**src/rtl/adc_seq_pkg.sv**
```systemverilog
package adc_seq_pkg;
    // bit positions inside the control byte
    localparam int unsigned CB_EN   = 7;
    localparam int unsigned CB_CONT = 6;
    localparam int unsigned CB_CSEL = 4;
    localparam int unsigned CB_FMT  = 2;
    localparam int unsigned CB_GO   = 0;
    localparam int unsigned BYTE_W  = 8;
    localparam int unsigned RES_W   = 2 * BYTE_W;

    typedef struct packed {
        logic en;
        logic cont;
        logic csel;
        logic fmt;
        logic go;
    } ctl_t;

    typedef enum logic [2:0] {
        A_CTRL    = 3'd0,
        A_RES_HI  = 3'd1,
        A_RES_LO  = 3'd2,
        A_PREV_HI = 3'd3,
        A_PREV_LO = 3'd4
    } addr_e;

    function automatic logic [BYTE_W-1:0] pack_ctl(input ctl_t c);
        logic [BYTE_W-1:0] r;
        r          = '0;
        r[CB_EN]   = c.en;
        r[CB_CONT] = c.cont;
        r[CB_CSEL] = c.csel;
        r[CB_FMT]  = c.fmt;
        r[CB_GO]   = c.go;
        return r;
    endfunction
endpackage

```
**src/rtl/adc_ctrl_reg.sv**
```systemverilog
module adc_ctrl_reg
    import adc_seq_pkg::*;
(
    input  logic              clk,
    input  logic              rst,
    input  logic              wr_ctrl,
    input  logic [BYTE_W-1:0] wdata,
    input  logic              conv_done,
    input  logic              thresh_flag,
    input  logic              stop_on_irq,
    output ctl_t              ctl,
    output logic              accept,
    output logic              conv_start
);
    ctl_t ctl_q, ctl_d;
    logic start_q, start_d, retrig;

    assign accept = conv_done & ctl_q.go;
    assign retrig = ctl_q.cont & ~(stop_on_irq & thresh_flag);

    always_comb begin
        ctl_d = ctl_q;
        if (wr_ctrl) begin
            ctl_d.en   = wdata[CB_EN];
            ctl_d.cont = wdata[CB_CONT];
            ctl_d.csel = wdata[CB_CSEL];
            ctl_d.fmt  = wdata[CB_FMT];
            ctl_d.go   = wdata[CB_GO] & wdata[CB_EN];
        end else if (accept) begin
            ctl_d.go = retrig;
        end
        start_d = ctl_d.go & (~ctl_q.go | accept);
    end

    always_ff @(posedge clk) begin
        if (rst) begin
            ctl_q   <= '0;
            start_q <= 1'b0;
        end else begin
            ctl_q   <= ctl_d;
            start_q <= start_d;
        end
    end

    assign ctl        = ctl_q;
    assign conv_start = start_q;
endmodule

```
**src/rtl/adc_result_store.sv**
```systemverilog
module adc_result_store
    import adc_seq_pkg::*;
#(
    parameter int unsigned RAW_W = 10
) (
    input  logic             clk,
    input  logic             rst,
    input  logic             load,
    input  logic [RAW_W-1:0] raw_in,
    input  logic             right,
    output logic [RAW_W-1:0] cur_raw,
    output logic [RES_W-1:0] cur_fmt,
    output logic [RES_W-1:0] prev_fmt
);
    localparam int unsigned PAD = RES_W - RAW_W;

    logic [RAW_W-1:0] cur_q, prev_q;

    always_ff @(posedge clk) begin
        if (rst) begin
            cur_q  <= '0;
            prev_q <= '0;
        end else if (load) begin
            prev_q <= cur_q;
            cur_q  <= raw_in;
        end
    end

    function automatic logic [RES_W-1:0] justify(input logic [RAW_W-1:0] v, input logic r);
        logic [RES_W-1:0] w;
        w = {{PAD{1'b0}}, v};
        return r ? w : (w << PAD);
    endfunction

    assign cur_raw  = cur_q;
    assign cur_fmt  = justify(cur_q, right);
    assign prev_fmt = justify(prev_q, right);
endmodule

```
**src/rtl/adc_clk_sel.sv**
```systemverilog
module adc_clk_sel (
    input  logic sel_rc,
    input  logic rc_clk,
    input  logic div_clk,
    output logic clk_out
);
    assign clk_out = sel_rc ? rc_clk : div_clk;
endmodule

```
**src/rtl/adc_seq_ctrl.sv**
```systemverilog
module adc_seq_ctrl
    import adc_seq_pkg::*;
#(
    parameter int unsigned RAW_W = 10
) (
    input  logic              clk,
    input  logic              rst,
    input  logic              bus_wr,
    input  logic [2:0]        bus_addr,
    input  logic [BYTE_W-1:0] bus_wdata,
    output logic [BYTE_W-1:0] bus_rdata,
    input  logic              conv_done,
    input  logic [RAW_W-1:0]  conv_data,
    input  logic              thresh_flag,
    input  logic              stop_on_irq,
    input  logic              rc_clk,
    input  logic              div_clk,
    output logic              conv_clk,
    output logic              conv_start,
    output logic              adc_on
);
    ctl_t             ctl;
    logic             wr_ctrl;
    logic             accept;
    logic [RAW_W-1:0] res_raw;
    logic [RES_W-1:0] cur_fmt, prev_fmt;

    assign wr_ctrl = bus_wr & (addr_e'(bus_addr) == A_CTRL);

    adc_ctrl_reg u_ctrl (
        .clk        (clk),
        .rst        (rst),
        .wr_ctrl    (wr_ctrl),
        .wdata      (bus_wdata),
        .conv_done  (conv_done),
        .thresh_flag(thresh_flag),
        .stop_on_irq(stop_on_irq),
        .ctl        (ctl),
        .accept     (accept),
        .conv_start (conv_start)
    );

    adc_result_store #(.RAW_W(RAW_W)) u_res (
        .clk     (clk),
        .rst     (rst),
        .load    (accept),
        .raw_in  (conv_data),
        .right   (ctl.fmt),
        .cur_raw (res_raw),
        .cur_fmt (cur_fmt),
        .prev_fmt(prev_fmt)
    );

    adc_clk_sel u_clk (
        .sel_rc (ctl.csel),
        .rc_clk (rc_clk),
        .div_clk(div_clk),
        .clk_out(conv_clk)
    );

    always_comb begin
        case (addr_e'(bus_addr))
            A_CTRL:    bus_rdata = pack_ctl(ctl);
            A_RES_HI:  bus_rdata = cur_fmt[RES_W-1:BYTE_W];
            A_RES_LO:  bus_rdata = cur_fmt[BYTE_W-1:0];
            A_PREV_HI: bus_rdata = prev_fmt[RES_W-1:BYTE_W];
            A_PREV_LO: bus_rdata = prev_fmt[BYTE_W-1:0];
            default:   bus_rdata = '0;
        endcase
    end

    assign adc_on = ctl.en;
endmodule

```
**config.mk**
```make
export PLATFORM = sky130hd
export DESIGN_NAME = adc_seq_ctrl
export DESIGN_NICKNAME = d
export VERILOG_FILES = /design/src/rtl/adc_seq_pkg.sv /design/src/rtl/adc_ctrl_reg.sv /design/src/rtl/adc_result_store.sv /design/src/rtl/adc_clk_sel.sv /design/src/rtl/adc_seq_ctrl.sv
export SDC_FILE = /design/constraint.sdc
export NUM_CORES = 1
export LEC_CHECK = 0
export BUFFER_PORTS_ARGS = -buffer_cell sky130_fd_sc_hd__buf_2
export CAP_MARGIN = 20
export CORE_MARGIN = 5
export CORE_UTILIZATION = 48
export CTS_CLUSTER_SIZE = 40
export DETAILED_ROUTE_END_ITERATION = 10
export MAX_ROUTING_LAYER = met4
export PLACE_DENSITY = 0.82
export RECOVER_POWER = 100
export SETUP_SLACK_MARGIN = 0.05
export SYNTH_ARGS = -nofsm -noshare
export SYNTH_HDL_FRONTEND = slang
export SYNTH_SLANG_ARGS = --single-unit
```
**constraint.sdc**
```tcl
create_clock -name clk -period 1.8 [get_ports clk]
set_input_delay 0.09 -clock clk [delete_from_list [all_inputs] [get_ports clk]]
set_output_delay 0.09 -clock clk [all_outputs]
set_load 0.01 [all_outputs]
```
==> flow_summary.toml <==
[route]
vias = 1389
wl_met3_um = 186
topRoutingLayerUsed = "met4"
antenna_left = 0
vias_per_cell = 5.51
drtIter0Drc = 78
dr.pass1.iters = 4
wl_met2_mm = 1.56
post_drt_wl_per_cell_um = 13.2
post-route-drc-count = 0
wirelength_mm = 3.34
wl_met1_mm = 1.51

[power]
vdd_ir_drop_max_uv = 447
power-per-cell-area_nw_per_um2 = 648
power.leakage_nw = 0.628

[clock_tree]
clk_transition_reported_paths_ns = 0.15
cts_made_buffers = 3
cts_tree = "done"
clock_path_buffers = 2
clock_sinks = 26
root_buffer = "clkbuf_4"
clk_latency_ns = 0.34
htree_levels = 1

[sta]
max_slew_margin_pct = 57.1
fin_crit_sh_pct = 93.1
layout_setup_ws_ns = 0.124
rsz0062_at_grt = "false"
layout_min_cycle_time_ns = 1.68
finClkSkew_ns = 0.0137
clock.fmax_ghz = 0.597
setup_viol = 0
final_max_slew_viol_count = 0
finalHoldViolCount = 0
worst_pin_slew_ns = 0.641
whs_ns = 0.00291
tns_ns = 0

[logic_synthesis]
yosysSeqAreaShare_pct = 39.0
synth.avg_cell_area_um2 = 7.54
netlist_top_cells_count = "49 x nand2_1, 27 x a21oi_1, 26 x dfxtp_1"
synth_cell_type_count = 32
ys_ff_latch = 26
synthTopCellsByArea = "dfxtp_1 39%, nand2_1 14%, a21oi_1 10%"
synth_edf_count = 0
yosys.area.top_type_share_pct = 39.0
synth_top_area_cell = "dfxtp_1"
syn_area_um2 = 1340
syn_nets = 206
ys_async_sr_fraction_pct = 0
synthesis.instances = 177
synth-main-ff-cell = "dfxtp_1"
yosysMostFrequentCell = "nand2_1"
ys_warn_count = 0

[placed_design]
dpl_worst_slack_ns = 0.365
dp_hpwl_mm = 2.31
globalplace.congestion = 0.940
portBuffers = 36
dp_cells = 236

[finish]
syn_to_final_growth_pct = 27.4
fill_cells = 269
layout-drive-gt1-share_pct = 19.9
fin_nets = 251
multi_input_area_um2 = 748
final-seq-area_um2 = 524
final_cells = 252
diodes = 0

[worst_setup_path]
r2r_slack_ns = 0.58
crit_type = "reg -> out"
critPathCaptureType = "output pin"
crit_required_ns = 1.71
crit_path_start_kind = "flop"
r2r-end = "u_res.cur_raw[9]"
r2r_cells = 3
rr_startpoint = "u_ctrl.ctl[0]"
cp_max_fo = 8
worstPathArrival_ns = 1.59

[global_route]
grt_pass1_vias = 1335
grt_max_degree = 27
track_usage_pct = 18.3
grt_antenna_before_repair = 0
grt_pass1_wl_mm = 5.87
grt_overflow = 0

[floorplan]
row_count = 19
die_area_um2 = 3940
ios = 40
dieHeight_um = 62.7
die_x_um = 62.7
core-area_um2 = 2710
initial_utilization_pct = 49.3

[run_status]
outcome = "finished, final reports clean"

[worst_hold_path]
hold_class = "in -> reg"
hold-path-endpoint = "u_ctrl.ctl[2]"
hold_path_depth = 3
holdCritStartpoint = "bus_wdata[4]"

[run]
cap_violations = 0
## critical path, stage by stage (launching register included)
cell	delay, ns
dfxtp_4	0.40
clkbuf_4	0.19
nand2b_1	0.06
a22oi_1	0.14
nor3_1	0.09
a211o_1	0.23
buf_2	0.14
## how the worst max path moves through the flow
stage / from / to / cells after the start
finish: u_ctrl.ctl[1] / bus_rdata[7] / 6
global route: u_ctrl.ctl[1] / bus_rdata[7] / 6
CTS: u_ctrl.ctl[1] / bus_rdata[7] / 6
detailed placement: bus_addr[1] / u_ctrl.ctl[0] / 4
global placement: bus_addr[1] / u_ctrl.ctl[0] / 4
floorplan: u_ctrl.ctl[1] / bus_rdata[0] / 4
## placed cells by master (no fill, tap or decap), types with 4 or more instances in the layout
| master | netlist | routed |
|---|---|---|
| clkbuf_4 | 0 | 4 |
| buf_2 | 3 | 29 |
| nand2_1 | 49 | 49 |
| dlygate4sd3_1 | 0 | 12 |
| a22oi_1 | 6 | 5 |
| nand2b_1 | 4 | 4 |
| mux2i_1 | 5 | 5 |
| clkbuf_1 | 9 | 8 |
| a21oi_1 | 27 | 27 |
| dfxtp_1 | 26 | 25 |
| nand3_1 | 7 | 7 |
| nor2b_1 | 6 | 6 |
## what timing repair did
item                                    CTS  global route
buffers inserted                          0             0
endpoints found under the hold margin    12             0
hold buffers                             12             0
gates resized for setup                   0             3
endpoints found under the setup margin    0             3
## report_power, final
part | switching (W) | internal [W]
sequential | 0.00000304 | 0.000577
clock | 0.000184 | 0.000226
combinational | 0.0000559 | 0.0000563
total | 0.000243 | 0.000859
## sequential cells by signal, indices dropped and copies added (netlist names)
name	count
u_ctrl.conv_start	1
u_res.cur_raw	10
u_res.prev_q	10
u_ctrl.ctl	5
## cell families after synthesis
| logic type | share of synthesized area, % |
|---|---|
| simple gates | 25.6 |
| mux | 6.28 |
| buf+inv | 5.34 |
| flops | 39.0 |
| compound gates | 23.8 |
## per-stage QoR
stage / total power, W / instance area [µm²] / utilization (%)
finish: 0.00110 / 1700 / 62.7
global route: 0.00114 / 1700 / 62.7
CTS: 0.00110 / 1700 / 62.9
detailed placement: 0.000687 / 1530 / 56.5
global placement: 0.000687 / 1530 / 56.5
floorplan: 0.000645 / 1340 / -
## layer usage
layer / vias to the layer above / GRT usage [%]
met5: - / -
met4: 0 / 7.96
met3: 7 / 3.24
met2: 47 / 29.5
met1: 630 / 22.3
li1: 705 / -
## area by class of cell
cell class / count / area share [%]
multi-input combinational: 135 / 44.0
inverter: 3 / 0.662
clock inverter: 1 / 1.77
sequential: 26 / 30.8
clock buffer: 3 / 1.32
tap: 31 / 2.28
timing repair buffer: 53 / 19.1
No activity file was read; power rests on OpenSTA's default activity.
